## config.mk

```make
export PLATFORM = sky130hd
export DESIGN_NAME = spi_rsp_monitor
export DESIGN_NICKNAME = d
export VERILOG_FILES = /design/src/rtl/spi_rsp_pkg.sv /design/src/rtl/spi_rsp_dp.sv /design/src/rtl/spi_rsp_ctl.sv /design/src/rtl/spi_rsp_monitor.sv
export SDC_FILE = /design/constraint.sdc
export NUM_CORES = 1
export LEC_CHECK = 0
export BUFFER_PORTS_ARGS = -buffer_cell sky130_fd_sc_hd__buf_4
export CORE_MARGIN = 8
export CORE_UTILIZATION = 55
export CTS_BUF_LIST = sky130_fd_sc_hd__clkbuf_4
export CTS_CLUSTER_DIAMETER = 200
export DETAILED_ROUTE_END_ITERATION = 10
export MAX_ROUTING_LAYER = met4
export PLACE_DENSITY = 0.88
export SYNTH_ARGS = -nofsm -noshare
export SYNTH_HDL_FRONTEND = slang
export SYNTH_SLANG_ARGS = --single-unit
export TNS_END_PERCENT = 10
```

## constraint.sdc

```tcl
create_clock -name clk -period 2.6 [get_ports clk]
set_clock_uncertainty 0.05 [all_clocks]
set_input_delay 0.26 -clock clk [delete_from_list [all_inputs] [get_ports clk]]
set_output_delay 0.26 -clock clk [all_outputs]
set_load 0.05 [all_outputs]
```

## src/rtl/spi_rsp_pkg.sv

```systemverilog
package spi_rsp_pkg;
  localparam logic [7:0] RST_OPCODE = 8'hCF;
  localparam logic [7:0] DUMMY_BYTE = 8'h00;
  localparam logic [7:0] ONES_BYTE  = 8'hFF;

  typedef enum logic [2:0] {
    S_IDLE, S_ECHO, S_STAT, S_RST, S_BURST
  } rspState_t;

  // strobes from control to datapath
  typedef struct packed {
    logic capOp;        // capture opcode
    logic useRstOp;     // compare against the reset opcode
    logic cmpZero;      // compare against zero status
    logic cntLoad;      // reload per-stage read budget
    logic cntLoadBurst; // load burst length
    logic cntDec;       // consume one read
  } rspStrobe_t;
endpackage

```

## src/rtl/spi_rsp_dp.sv

```systemverilog
module spi_rsp_dp
  import spi_rsp_pkg::*;
#(
  parameter int MAX_RETRY = 10,
  parameter int BURST_LEN = 8
) (
  input  logic       clk,
  input  logic       rstN,
  input  rspStrobe_t stb,
  input  logic [7:0] expOpcode,
  input  logic [7:0] rxByte,
  output logic       hit,
  output logic       cntZero,
  output logic       rxOnes
);
  localparam int CNT_MAX = (MAX_RETRY > BURST_LEN) ? MAX_RETRY : BURST_LEN;
  localparam int CNT_W   = $clog2(CNT_MAX + 1);

  logic [7:0]       opReg;
  logic [CNT_W-1:0] cnt;
  logic [7:0]       target;

  always_ff @(posedge clk or negedge rstN) begin
    if (!rstN) opReg <= '0;
    else if (stb.capOp) opReg <= expOpcode;
  end

  always_ff @(posedge clk or negedge rstN) begin
    if (!rstN)                 cnt <= '0;
    else if (stb.cntLoad)      cnt <= CNT_W'(MAX_RETRY);
    else if (stb.cntLoadBurst) cnt <= CNT_W'(BURST_LEN - 1);
    else if (stb.cntDec)       cnt <= cnt - 1'b1;
  end

  always_comb begin
    if (stb.cmpZero)       target = DUMMY_BYTE;
    else if (stb.useRstOp) target = RST_OPCODE;
    else                   target = opReg;
  end

  assign hit     = (rxByte == target);
  assign cntZero = (cnt == '0);
  assign rxOnes  = (rxByte == ONES_BYTE);

  // the read budget never wraps below zero
  p_no_underflow_r3: assert property (@(posedge clk) disable iff (!rstN)
    stb.cntDec |-> cnt != '0);
endmodule

```

## src/rtl/spi_rsp_ctl.sv

```systemverilog
module spi_rsp_ctl
  import spi_rsp_pkg::*;
(
  input  logic       clk,
  input  logic       rstN,
  input  logic       start,
  input  logic       recoverEn,
  input  logic       xferDone,
  input  logic       busErr,
  input  logic       rstAck,
  input  logic       hit,
  input  logic       cntZero,
  input  logic       rxOnes,
  output rspStrobe_t stb,
  output logic       xferReq,
  output logic [7:0] txByte,
  output logic       rstReq,
  output logic       ok,
  output logic       fail,
  output logic       linkLost
);
  rspState_t st, stNext;
  logic pend, pendNext, inRec, inRecNext, recEn, recEnNext;
  logic okNext, failNext, lostNext;

  always_comb begin
    stNext    = st;
    pendNext  = pend;
    inRecNext = inRec;
    recEnNext = recEn;
    okNext    = 1'b0;
    failNext  = 1'b0;
    lostNext  = 1'b0;
    stb       = '0;
    stb.useRstOp = inRec;
    stb.cmpZero  = (st == S_STAT);
    xferReq   = 1'b0;
    txByte    = DUMMY_BYTE;
    rstReq    = 1'b0;
    unique case (st)
      S_IDLE: if (start) begin
        stb.capOp   = 1'b1;
        stb.cntLoad = 1'b1;
        recEnNext   = recoverEn;
        inRecNext   = 1'b0;
        pendNext    = 1'b0;
        stNext      = S_ECHO;
      end
      S_ECHO, S_STAT: begin
        if (!pend) begin
          xferReq  = 1'b1;
          pendNext = 1'b1;
        end else if (xferDone) begin
          pendNext = 1'b0;
          if (!busErr && hit) begin
            if (st == S_ECHO) begin
              stb.cntLoad = 1'b1;
              stNext      = S_STAT;
            end else begin
              okNext   = !inRec;
              failNext = inRec;
              stNext   = S_IDLE;
            end
          end else if (!busErr && !cntZero) begin
            stb.cntDec = 1'b1;
          end else if (inRec) begin
            stb.cntLoadBurst = 1'b1;
            stNext           = S_BURST;
          end else if (recEn) begin
            stNext = S_RST;
          end else begin
            failNext = 1'b1;
            stNext   = S_IDLE;
          end
        end
      end
      S_RST: begin
        rstReq = 1'b1;
        if (rstAck) begin
          inRecNext   = 1'b1;
          stb.cntLoad = 1'b1;
          pendNext    = 1'b0;
          stNext      = S_ECHO;
        end
      end
      S_BURST: begin
        txByte = ONES_BYTE;
        if (!pend) begin
          xferReq  = 1'b1;
          pendNext = 1'b1;
        end else if (xferDone) begin
          pendNext = 1'b0;
          if (busErr || cntZero) begin
            failNext = 1'b1;
            lostNext = busErr || !rxOnes;
            stNext   = S_IDLE;
          end else begin
            stb.cntDec = 1'b1;
          end
        end
      end
      default: stNext = S_IDLE;
    endcase
  end

  always_ff @(posedge clk or negedge rstN) begin
    if (!rstN) begin
      st <= S_IDLE; pend <= 1'b0; inRec <= 1'b0; recEn <= 1'b0;
      ok <= 1'b0; fail <= 1'b0; linkLost <= 1'b0;
    end else begin
      st <= stNext; pend <= pendNext; inRec <= inRecNext; recEn <= recEnNext;
      ok <= okNext; fail <= failNext; linkLost <= lostNext;
    end
  end

  p_okfail_excl_r5: assert property (@(posedge clk) disable iff (!rstN)
    !(ok && fail));
  p_pulse_once_r5: assert property (@(posedge clk) disable iff (!rstN)
    (ok || fail) |=> !(ok || fail));
  p_ok_after_done_r4: assert property (@(posedge clk) disable iff (!rstN)
    ok |-> $past(xferDone));
  p_single_req_r10: assert property (@(posedge clk) disable iff (!rstN)
    xferReq |=> !xferReq);
  p_rst_hold_r7: assert property (@(posedge clk) disable iff (!rstN)
    (rstReq && !rstAck) |=> rstReq);
  p_lost_with_fail_r8: assert property (@(posedge clk) disable iff (!rstN)
    linkLost |-> fail);
endmodule

```

## src/rtl/spi_rsp_monitor.sv

```systemverilog
module spi_rsp_monitor
  import spi_rsp_pkg::*;
#(
  parameter int MAX_RETRY = 10,
  parameter int BURST_LEN = 8
) (
  input  logic       clk,
  input  logic       rstN,
  input  logic       start,
  input  logic [7:0] expOpcode,
  input  logic       recoverEn,
  output logic       xferReq,
  output logic [7:0] txByte,
  input  logic       xferDone,
  input  logic [7:0] rxByte,
  input  logic       busErr,
  output logic       rstReq,
  input  logic       rstAck,
  output logic       ok,
  output logic       fail,
  output logic       linkLost
);
  rspStrobe_t stb;
  logic hit, cntZero, rxOnes;

  spi_rsp_dp #(.MAX_RETRY(MAX_RETRY), .BURST_LEN(BURST_LEN)) uDp (
    .clk(clk), .rstN(rstN), .stb(stb), .expOpcode(expOpcode), .rxByte(rxByte),
    .hit(hit), .cntZero(cntZero), .rxOnes(rxOnes)
  );

  spi_rsp_ctl uCtl (
    .clk(clk), .rstN(rstN), .start(start), .recoverEn(recoverEn),
    .xferDone(xferDone), .busErr(busErr), .rstAck(rstAck),
    .hit(hit), .cntZero(cntZero), .rxOnes(rxOnes),
    .stb(stb), .xferReq(xferReq), .txByte(txByte), .rstReq(rstReq),
    .ok(ok), .fail(fail), .linkLost(linkLost)
  );
endmodule

```

==> summary.md, run 1 <==
| Metric | Value |
|---|---|
| Final setup fails | 0 |
| Fill cell count | 233 |
| Synth Area in XOR/XNOR | 1.766% |
| Post-Synth Simple-Gate Area | 26.41% |
| CP Class | reg -> reg |
| Initial Utilization | 55.87% |
| Arrival @ worst endpoint | 2.57 ns |
| Slowest cell on crit path | dfrtp_1 |
| Sequential share of the synthesized area | 35.32% |
| P per Cell Area | 1055 mW/mm^2 |
| Endpoints failing hold | 0 |
| CP max FO | 17 |
| Die H | 68.01 microns |
| Yosys reg bits | 21 |
| Post-place setup slack | 0.2351 ns |
| Worst Hold Path Cells | 3 |
| Count of mapped cells out of synthesis | 169 |
| Final routed DRC violation total | 0 |
| Final wirelength | 3.651 mm |
| Levels on crit path | 7 |
| Ratio of cells with drive above 1 in the final layout | 30.50% |
| RSZ-0062 raised after global routing | false |
| Sequential share of power | 31.5% |
| Post-Syn Nets | 193 |
| Clock buffer depth | 2 |
| Tightest Hold Check Type | in -> reg |
| Post-synthesis mux area share | 4.542% |
| Die X | 68.01 microns |
| Antenna violations before repair | 0 |
| Detailed Place HPWL | 2.865 mm |
| Met3 WL post-DR | 242 microns |
| First-pass GRT wire length | 6.092 mm |
| Max-cap violation count | 0 |
| CP top delay family | compound AO/OA/AOI/OAI gates |
| Tot Pwr | 1.865 mW |
| Initial DRC Count | 70 |
| CTS tree | done |
| Fmax | 0.4152 GHz |
| Distinct cells, synth | 52 |
| I/O Pins | 36 |
| Reg clk slew, reported paths | 0.13 ns |
| Worst-margin pin slew | 0.4138 ns |
| Combinational group share of total power | 59.2% |
| Sw Ratio | 47.37% |
| Routed vias | 1396 |
| PortBufs | 35 |
| Core area | 0.002663 sq mm |
| Clk network pwr share | 9.2% |
| CP Launch Type | flop |
| Final core utilization | 66.40% |
| Vias in the first global route | 1375 |
| Kind of end point of the critical path | flop |
| Post-synthesis cell area | 0.001488 sq mm |
| Top cells by area, synth | dfrtp_1 35%, buf_4 4.5%, mux2_2 3.8% |
| Worst VDD drop | 0.0007045 V |
| Area of the multi-input gates | 835.8 sq um |
| Final worst slack | 0.1914 ns |
| Most common cell after layout, fill and taps aside | buf_4 |
| DR pass1 iterations | 4 |
| Top_reg_cell synth | dfrtp_1 |
| Post-synth top area share | 35.32% |
| Avg Cell Area, Syn | 8.803 sq um |
| Switching power | 0.8836 mW |
| Num Clock Sinks | 21 |
| GPL Wtd Cong | 0.9136 |
| Final Slew Violations | 0 |
| Largest stage delay on the critical path | 0.50 ns |
| Compound-Gate Fraction of Synth Area | 22.62% |
| Run status | finished clean |
| Required time worst endpoint | 2.76 ns |
| Worst skew pair latency | 0.32 ns |
| Yosys warning total | 0 |
| Asr flop ratio synth | 100.0% |
| Vias per inst | 6.043 |
| H-tree Lvls | 1 |
| Post-Place Cell Area | 0.001730 sq mm |
| Die area | 0.004625 sq mm |
| N_diodes | 0 |
| Leakage power total | 0.7994 nW |
| Nets | 225 |
| Post-layout instance area | 0.001768 sq mm |
| GRT Util Overall | 17.31% |
| Metal-1 WL | 1.590 mm |
| Reg2Reg Depth | 7 |
| Gr ovfl total | 0 |
| Area leader, netlist | dfrtp_1 |
| Total CTS buffers | 3 |
| Slew HR | 72.20% |
| Root Driver | clkbuf_4 |
| CP bufs+invs | 0 |
| Min cycle time layout | 2.409 ns |
| Uppermost layer routed | met4 |
| Largest family of logic cells by synthesized area | simple AND/OR/NAND/NOR gates |
| Critical-path cell list | nand2b_1, a221oi_1, and2_1, o2111a_4, a21oi_2, mux2_1, or3_1 |
| Final worst-path cycle share | 92.64% |
| Most frequent cells in the layout | 40 x buf_4, 21 x dfrtp_1, 14 x nor2_1, 14 x nand2_1, 11 x o21ai_0 |
| Wire per inst | 15.81 microns |
| Register Area | 525.5 sq um |
| Internal Pwr Total | 0.9818 mW |
| Area Growth Syn to Fin | 18.84% |
| Routed wl met2 | 1.748 mm |
| Post-synth EDFFs | 0 |
| Row count | 19 |
| Post-synthesis adder-cell area fraction | 0.8410% |
| Post-DRT Antenna Nets | 0 |
| Largest net degree at the start of global routing | 22 |
| Setup TNS | 0 ns |
## stage by stage
| step | instances | hold WS (ns) |
|---|---|---|
| finish | 231 | 0.08752 |
| global route | 231 | 0.09058 |
| CTS | 231 | 0.07609 |
| global placement | 226 | 0.1093 |
| detailed placement | 226 | 0.1168 |
| floorplan | 169 | -0.08559 |
## worst register-to-register path: cells and delay by family, from the launching register on
family / cells / cell delay [ns]
compound gates: 3 / 0.74
simple gates: 3 / 0.70
flops: 1 / 0.50
mux: 1 / 0.31
## cells by family after synthesis
kind of cell    Yosys count
compound gates           46
xor+xnor                  3
fa+ha+maj                 1
buf+inv                  22
flops                    21
mux                       6
simple gates             70
## sequential cells by signal, summed over array words and instances (netlist names)
register / flops
uDp.opReg: 8
uCtl.ok: 1
uCtl.st: 3
uCtl.linkLost: 1
uCtl.fail: 1
uCtl.inRec: 1
uDp.cnt: 4
uCtl.pend: 1
uCtl.recEn: 1
## power by group through the flow
stage / registers [mW] / clock network, mW / logic (mW)
2_1_floorplan: 0.548 / 0 / 0.879
3_3_place_gp: 0.581 / 0 / 1.07
3_5_place_dp: 0.594 / 0 / 1.10
4_1_cts: 0.586 / 0.177 / 1.11
5_1_grt: 0.606 / 0.185 / 1.20
6_report: 0.588 / 0.172 / 1.10
## metal layers
metal,global-route usage [%],vias up
met4,7.928,0
met1,21.50,663
met5,-,-
met2,27.20,50
met3,2.455,7
li1,-,676
## area by class of cell
cell class	count	area share (%)
clock buffers	3	1.274
clock inverters	1	0.2831
inverters	8	1.699
multi-input cells	126	47.28
flip-flops and latches	21	29.72
well taps	31	2.194
repair buffers	41	17.55
## final timing paths
kind / from / to / slack (ns)
worst min-delay path: expOpcode[7] / uDp.opReg[7]$_DFFE_PN0P_ / 0.09
max in group asynchronous: rstN / uDp.opReg[7]$_DFFE_PN0P_ / 1.99
worst min register to register: uDp.opReg[3]$_DFFE_PN0P_ / uDp.opReg[3]$_DFFE_PN0P_ / 0.49
min in group asynchronous: rstN / uCtl.st[2]$_DFFE_PN0P_ / 0.29
worst max register to register: uCtl.inRec$_DFFE_PN0P_ / uCtl.st[0]$_DFFE_PN0P_ / 0.19
worst max-delay path: uCtl.inRec$_DFFE_PN0P_ / uCtl.st[0]$_DFFE_PN0P_ / 0.19
## cell usage after synthesis, drive strengths merged, types with 5 or more instances
library cell  number
a21oi              7
a31oi              5
buf               12
dfrtp             21
inv                8
mux2               6
nand2             15
nand2b             7
nor2              14
nor3               8
o21ai             12
## what timing repair did
action,CTS,global route
hold endpoints to repair,21,0
hold buffers,1,0
setup buffers,0,0
endpoints found under the setup margin,0,0
gates resized for setup,0,0
Note: power is estimated with default switching activity, not from simulation.
==> run 2, diff against run 1 <==
--- a/config.mk
+++ b/config.mk
@@ -6,6 +6,7 @@
 export NUM_CORES = 1
 export LEC_CHECK = 0
 export BUFFER_PORTS_ARGS = -buffer_cell sky130_fd_sc_hd__buf_4
+export CORE_ASPECT_RATIO = 1.1
 export CORE_MARGIN = 8
 export CORE_UTILIZATION = 55
 export CTS_BUF_LIST = sky130_fd_sc_hd__clkbuf_4
==> run 2 against run 1 <==
Effect of this change: global-route usage decreased by 0.54 points; clock-buffer cell count increased by 1; utilization increased by 3.5 points; critical path depth unchanged; non-clock buffer count increased by 1; sequential power decreased by 0.7%; sequential share of layout area decreased by 0.17 points; clock power about the same; highest routed layer unchanged.
==> summary.md, run 2 (same netlist as run 1, synthesis figures left out) <==
| Metric | Value |
|---|---|
| Most frequent cells in the layout | 41 x buf_4, 21 x dfrtp_1, 14 x nor2_1, 14 x nand2_1, 11 x o21ai_0 |
| Reg clk slew, reported paths | 0.12 ns (about the same) |
| CP Launch Type | flop |
| GPL Wtd Cong | 0.8903 (-2.6%) |
| Required time worst endpoint | 2.75 ns (about the same) |
| Final Slew Violations | 0 (unchanged) |
| Largest stage delay on the critical path | 0.51 ns (about the same) |
| Run status | finished clean |
| Most common cell after layout, fill and taps aside | buf_4 |
| Final wirelength | 3.668 mm (+0.47%) |
| Post-route non-filler standard cell count | 232 (+0.43%) |
| H-tree Lvls | 1 (unchanged) |
| Gr busiest metal | met2 |
| Slew HR | 69.23% (-3.0 points) |
| DR pass1 iterations | 4 (unchanged) |
| Vias per inst | 6.099 (+0.92%) |
| Min cycle time layout | 2.371 ns (-0.03728 ns) |
| Biggest regs | uDp.opReg: 8 flops, uDp.cnt: 4 flops, uCtl.st: 3 flops |
| Hold path startpoint | expOpcode[6] |
| Setup TNS | 0 ns (unchanged) |
| Nets | 226 (+0.44%) |
| Worst-margin pin slew | 0.4580 ns (+0.04417 ns) |
| Final setup fails | 0 (unchanged) |
| Final routed DRC violation total | 0 (unchanged) |
| Hold slack | 0.09821 ns (+0.01069 ns) |
| Die H | 70.55 microns (+3.7%) |
| Die X | 65.59 microns (-3.6%) |
| Most flops, register | uDp.opReg |
| RR Startpoint | uCtl.inRec$_DFFE_PN0P_ |
| Root Driver | clkbuf_4 |
| Core area | 0.002544 sq mm (-4.5%) |
| Endpoints failing hold | 0 (unchanged) |
| Setup bufs post-CTS | 0 (unchanged) |
| Max reg flops | 8 (unchanged) |
| Wire per inst | 15.81 microns (about the same) |
| Kind of end point of the critical path | flop |
| CP bufs+invs | 0 (unchanged) |
| Met2 Usage GRT | 24.97% (-2.2 points) |
| Worst Hold End | uDp.opReg[6]$_DFFE_PN0P_ |
| Detailed Place HPWL | 2.830 mm (-1.2%) |
| Die area | 0.004627 sq mm (about the same) |
| CP max FO | 17 (unchanged) |
| Post-Place Cells | 227 (+0.44%) |
| Ratio of cells with drive above 1 in the final layout | 30.85% (+0.35 points) |
| Max-cap violation count | 0 (unchanged) |
| Met1 Resource Use GR | 20.77% (-0.73 points) |
| Post-DRT Antenna Nets | 0 (unchanged) |
| Leakage power total | 0.8055 nW (+0.77%) |
| CP Class | reg -> reg |
| Antenna violations before repair | 0 (unchanged) |
| Area Growth Syn to Fin | 19.51% |
| Worst Hold Path Cells | 3 (unchanged) |
| Arrival @ worst endpoint | 2.52 ns (-0.05 ns) |
| Vias in the first global route | 1394 (+1.4%) |
| Tightest Hold Check Type | in -> reg |
| I/O Pins | 36 (unchanged) |
| Reg2Reg Depth | 7 (unchanged) |
| Fmax | 0.4217 GHz (+1.6%) |
| Largest net degree at the start of global routing | 22 (unchanged) |
| Num Clock Sinks | 21 (unchanged) |
| Cts repair resizes | 0 (unchanged) |
| Clock buffer depth | 2 (unchanged) |
| Initial Utilization | 58.48% (+2.6 points) |
| First-pass GRT wire length | 6.272 mm (+3.0%) |
| Total CTS buffers | 3 (unchanged) |
| Final worst-path cycle share | 91.20% (-1.4 points) |
| P per Cell Area | 1052 mW/mm^2 (-0.31%) |
| CTS tree | done |
| Routed vias | 1415 (+1.4%) |
| PortBufs | 35 (unchanged) |
| Flop-to-flop setup slack | 0.23 ns (+0.04 ns) |
| FF-to-FF End | uCtl.st[0]$_DFFE_PN0P_ |
| Critical-path cell list | nand2b_1, a221oi_1, and2_1, o2111a_4, a21oi_2, mux2_1, or3_1 |
| GRT Util Overall | 16.77% (-0.54 points) |
| CP top delay family | compound AO/OA/AOI/OAI gates |
| Gr ovfl total | 0 (unchanged) |
| N_diodes | 0 (unchanged) |
| Worst VDD drop | 0.0008482 V (+20%) |
| Worst skew pair latency | 0.30 ns (-0.02 ns) |
| RSZ-0062 raised after global routing | false |
| Hold buffers post-CTS | 1 (unchanged) |
| Met3 Resource Use GR | 4.567% (+2.1 points) |
| Row count | 19 (unchanged) |
| Slowest cell on crit path | dfrtp_1 |
| Initial DRC Count | 138 (+97%) |
run 2: changes by cell type in the layout (fill, tap and decap cells not counted), sizes merged:
cell | before | now
buf | 40 | 41
clkbuf | 3 | 4
clkinv | 1 | 0
run 2: final cells by class:
cell class | instances | area [sq um]
inverters | 8 | 30.03
flip-flops and latches | 21 | 525.5
repair buffers | 42 | 317.8
fillers | 188 | 765.7
clock buffers | 4 | 30.03
multi-input cells | 126 | 835.8
well taps | 31 | 38.79
run 2: worst max-delay path by stage:
stage	to	depth (start not counted)	from	slack, ns
floorplan	uCtl.st[0]$_DFFE_PN0P_	10	uCtl.st[0]$_DFFE_PN0P_	0.28
global placement	uCtl.st[0]$_DFFE_PN0P_	7	uCtl.inRec$_DFFE_PN0P_	0.31
detailed placement	uCtl.st[0]$_DFFE_PN0P_	7	uCtl.inRec$_DFFE_PN0P_	0.22
CTS	uCtl.st[0]$_DFFE_PN0P_	7	uCtl.inRec$_DFFE_PN0P_	0.22
global route	uCtl.st[0]$_DFFE_PN0P_	7	uCtl.inRec$_DFFE_PN0P_	0.02
finish	uCtl.st[0]$_DFFE_PN0P_	7	uCtl.inRec$_DFFE_PN0P_	0.23
run 2: tightest hold or removal path, cell delays in order:
cell	delay, ns
buf_4	0.08
nand2_1	0.03
o21ai_0	0.05
run 2: metal layers:
metal | up-vias | part of all wire, %
met1 | 656 | 43
met4 | 0 | 1.1
met3 | 6 | 8.0
met5 | - | 0
met2 | 76 | 48
li1 | 677 | -
run 2: where the power goes:
group | switching, mW | leakage, nW | total, mW | internal (mW)
Combinational | 0.645 | 0.529 | 1.12 | 0.471
Sequential | 0.129 | 0.258 | 0.584 | 0.456
Clock | 0.0994 | 0.0184 | 0.170 | 0.0702
Total | 0.873 | 0.805 | 1.87 | 0.997
run 2: through the flow:
| stage | setup slack [ns] | area (sq um) | utilization, % | power, mW |
|---|---|---|---|---|
| 2_1_floorplan | 0.2803 | 1488 | - | 1.428 |
| 3_3_place_gp | 0.3105 | 1738 | 68.32 | 1.642 |
| 3_5_place_dp | 0.2244 | 1738 | 68.32 | 1.694 |
| 4_1_cts | 0.2153 | 1778 | 69.90 | 1.867 |
| 5_1_grt | 0.01689 | 1778 | 69.90 | 2.007 |
| 6_report | 0.2287 | 1778 | 69.90 | 1.870 |
==> run 3, diff against run 2 <==
--- a/config.mk
+++ b/config.mk
@@ -12,9 +12,12 @@
 export CTS_BUF_LIST = sky130_fd_sc_hd__clkbuf_4
 export CTS_CLUSTER_DIAMETER = 200
 export DETAILED_ROUTE_END_ITERATION = 10
+export GPL_TIMING_DRIVEN = 0
 export MAX_ROUTING_LAYER = met4
-export PLACE_DENSITY = 0.88
+export PLACE_DENSITY = 0.87
+export SLEW_MARGIN = 20
 export SYNTH_ARGS = -nofsm -noshare
 export SYNTH_HDL_FRONTEND = slang
+export SYNTH_HIERARCHICAL = 1
 export SYNTH_SLANG_ARGS = --single-unit
 export TNS_END_PERCENT = 10
==> run 3 against run 2 <==
Effect of this change: the flow now finishes with violations (setup timing); utilization grew 9.3 points; routed wire length grew 19%; register-to-register slack lost 0.28 ns; critical endpoint is now uDp/cnt[3]$_DFFE_PN0P_; largest cell class unchanged.
==> summary.md, run 3 <==
| Metric | Value |
|---|---|
| Run status | finished, violations left |
| Failing checks | setup timing |
| Biggest regs | uDp/opReg: 8 flops, uDp/cnt: 4 flops, uCtl/st: 3 flops |
| Final routed DRC violation total | 0 (unchanged) |
| Worst skew pair latency | 0.30 ns (about the same) |
| Nets | 244 (+8.0%) |
| Hold slack | 0.1155 ns (+0.01726 ns) |
| DR pass1 iterations | 4 (unchanged) |
| Most common library cells after synthesis | 21 x dfrtp_1, 20 x nor2_1, 12 x nand2_1 |
| Post-synth EDFFs | 0 (unchanged) |
| Ratio of cells with drive above 1 in the final layout | 47.03% (+16 points) |
| Die X | 66.23 microns (+0.98%) |
| I/O Pins | 36 (unchanged) |
| Detailed Place HPWL | 2.867 mm (+1.3%) |
| Area leader, netlist | dfrtp_1 |
| First-pass GRT wire length | 6.506 mm (+3.7%) |
| Avg Cell Area, Syn | 9.196 sq um (+4.5%) |
| GPL Wtd Cong | 0.9041 (+1.6%) |
| Top cells by area, synth | dfrtp_1 34%, mux2_2 5.2%, buf_4 4.9% |
| Setup TNS | -0.1071 ns (-0.1071 ns) |
| Initial DRC Count | 100 (-28%) |
| Post-synthesis cell area | 0.001526 sq mm (+2.6%) |
| Post-synth top area share | 34.43% (-0.90 points) |
| Max-cap violation count | 0 (unchanged) |
| RSZ-0062 raised after global routing | true |
| Final worst slack | -0.05428 ns (-0.2830 ns) |
| CP max FO | 5 (-12) |
| Row count | 20 (+1) |
| Fmax | 0.3768 GHz (-11%) |
| Largest net degree at the start of global routing | 22 (unchanged) |
| Reg clk slew, reported paths | 0.12 ns (about the same) |
| Initial Utilization | 56.48% (-2.0 points) |
| Most common cell after layout, fill and taps aside | buf_4 |
| Worst VDD drop | 0.0008758 V (+3.3%) |
| Wire per inst | 17.27 microns (+9.2%) |
| Required time worst endpoint | 2.73 ns (-0.02 ns) |
| Post-Syn Nets | 190 (-1.6%) |
| N_diodes | 0 (unchanged) |
| CP Class | reg -> reg |
| Post-Place Cell Area | 0.001887 sq mm (+8.6%) |
| Final wirelength | 4.352 mm (+19%) |
| Final setup fails | 3 (+3) |
| Asr flop ratio synth | 100.0% (unchanged) |
| Top_reg_cell synth | dfrtp_1 |
| Post-place setup slack | -0.3257 ns (-0.5501 ns) |
| Root Driver | clkbuf_4 |
| PortBufs | 35 (unchanged) |
| Num Clock Sinks | 21 (unchanged) |
| Vias per inst | 6.012 (-1.4%) |
| Final Slew Violations | 0 (unchanged) |
| Antenna violations before repair | 0 (unchanged) |
| Final worst-path cycle share | 102.1% (+11 points) |
| Total CTS buffers | 3 (unchanged) |
| Clock buffer depth | 2 (unchanged) |
| Post-layout instance area | 0.002140 sq mm (+20%) |
| Leakage power total | 0.9556 nW (+19%) |
| Min cycle time layout | 2.654 ns (+0.2830 ns) |
| H-tree Lvls | 1 (unchanged) |
| Routed vias | 1515 (+7.1%) |
| Kind of end point of the critical path | flop |
| Uppermost layer routed | met4 |
| Top-count cell post-synth | dfrtp_1 |
| Met3 WL post-DR | 257 microns (-12%) |
| Worst-margin pin slew | 0.7073 ns (+0.2493 ns) |
| Gr ovfl total | 0 (unchanged) |
| Metal-1 WL | 1.765 mm (+11%) |
| Tightest Hold Check Type | in -> reg |
| Count of mapped cells out of synthesis | 166 (-1.8%) |
| Routed wl met2 | 2.231 mm (+28%) |
| Most flops, register | uDp/opReg |
| Tot Pwr | 2.101 mW (+12%) |
| P per Cell Area | 982.0 mW/mm^2 (-6.6%) |
| CP Launch Type | flop |
| Endpoints failing hold | 0 (unchanged) |
| Max reg flops | 8 (unchanged) |
| Die H | 71.26 microns (+1.0%) |
| Sequential share of the synthesized area | 34.43% (-0.90 points) |
| Vias in the first global route | 1462 (+4.9%) |
| Arrival @ worst endpoint | 2.78 ns (+0.26 ns) |
| Post-DRT Antenna Nets | 0 (unchanged) |
| Yosys warning total | 6 (+6) |
| Slew HR | 52.64% (-17 points) |
| Core area | 0.002703 sq mm (+6.2%) |
| CTS tree | done |
| Area Growth Syn to Fin | 40.16% |
| Die area | 0.004719 sq mm (+2.0%) |
| Yosys reg bits | 21 (unchanged) |
| Distinct cells, synth | 53 (+1.9%) |
| GRT Util Overall | 17.40% (+0.63 points) |
| Most frequent cells in the layout | 56 x buf_4, 18 x dfrtp_1, 17 x nor2_1 |
run 3: path summary, 6_finish.rpt:
| check | from | to | slack, ns | cells after the start |
|---|---|---|---|---|
| setup / recovery | uDp/opReg[7]$_DFFE_PN0P_ | uDp/cnt[3]$_DFFE_PN0P_ | -0.05 | 11 |
| hold / removal | expOpcode[4] | uDp/opReg[4]$_DFFE_PN0P_ | 0.12 | 3 |
| setup reg to reg | uDp/opReg[7]$_DFFE_PN0P_ | uDp/cnt[3]$_DFFE_PN0P_ | -0.05 | 11 |
| hold reg to reg | uCtl/recEn$_DFFE_PN0P_ | uCtl/recEn$_DFFE_PN0P_ | 0.50 | 1 |
| max in group asynchronous | rstN | uCtl/st[0]$_DFFE_PN0P_ | 1.95 | 2 |
| min in group asynchronous | rstN | uCtl/pend$_DFFE_PN0P_ | 0.31 | 2 |
run 3: repair_timing:
action	in CTS	in global routing
hold endpoints to repair	21	0
hold buffers	1	0
gates cloned	0	0
endpoints found under the setup margin	8	8
setup buffers	9	7
gates resized for setup	14	15
pin swaps	10	12
run 3: cell type report:
class,count,area [sq um]
buffer,12,108.9
clock buffer,3,22.52
clock inverter,1,5.005
fill,171,563.0
inverter,7,28.78
multi-input combinational,123,1003
sequential,21,529.3
tap,33,41.29
timing repair buffer,52,400.4
run 3: kinds of logic after synthesis:
kind of cell	Yosys count	share of synthesized area [%]
adders and majority gates	1	0.8195
muxes	9	6.885
buffers and inverters	22	9.344
DFF	21	34.43
and+or+nand+nor	71	27.46
xor gates and xnor gates	7	4.016
AOI/OAI and AO/OA	35	17.05
run 3: worst max-delay path, stage by stage, from the launching register on:
cell      delay (ns)
dfrtp_1         0.50
and4bb_2        0.28
nor2_1          0.13
o22a_1          0.19
o32ai_2         0.09
and4_4          0.19
nor4b_4         0.33
o31ai_4         0.12
nor2_4          0.17
nor4b_4         0.24
xnor2_1         0.15
o21bai_1        0.08
run 3: metrics by stage:
stage / util [%] / cells
floorplan: - / 166
global placement: 69.81 / 234
detailed placement: 69.81 / 234
CTS: 76.20 / 248
global route: 79.17 / 252
finish: 79.17 / 252
run 3: power by group:
group	switching, mW	internal [mW]
clock	0.101	0.0573
sequential	0.181	0.451
combinational	0.662	0.649
total	0.943	1.16
run 3: per-layer routing:
metal | up-vias | track usage (%)
met1 | 739 | 20.21
met3 | 12 | 3.120
met2 | 65 | 28.36
met4 | 0 | 7.838
met5 | - | -
li1 | 699 | -
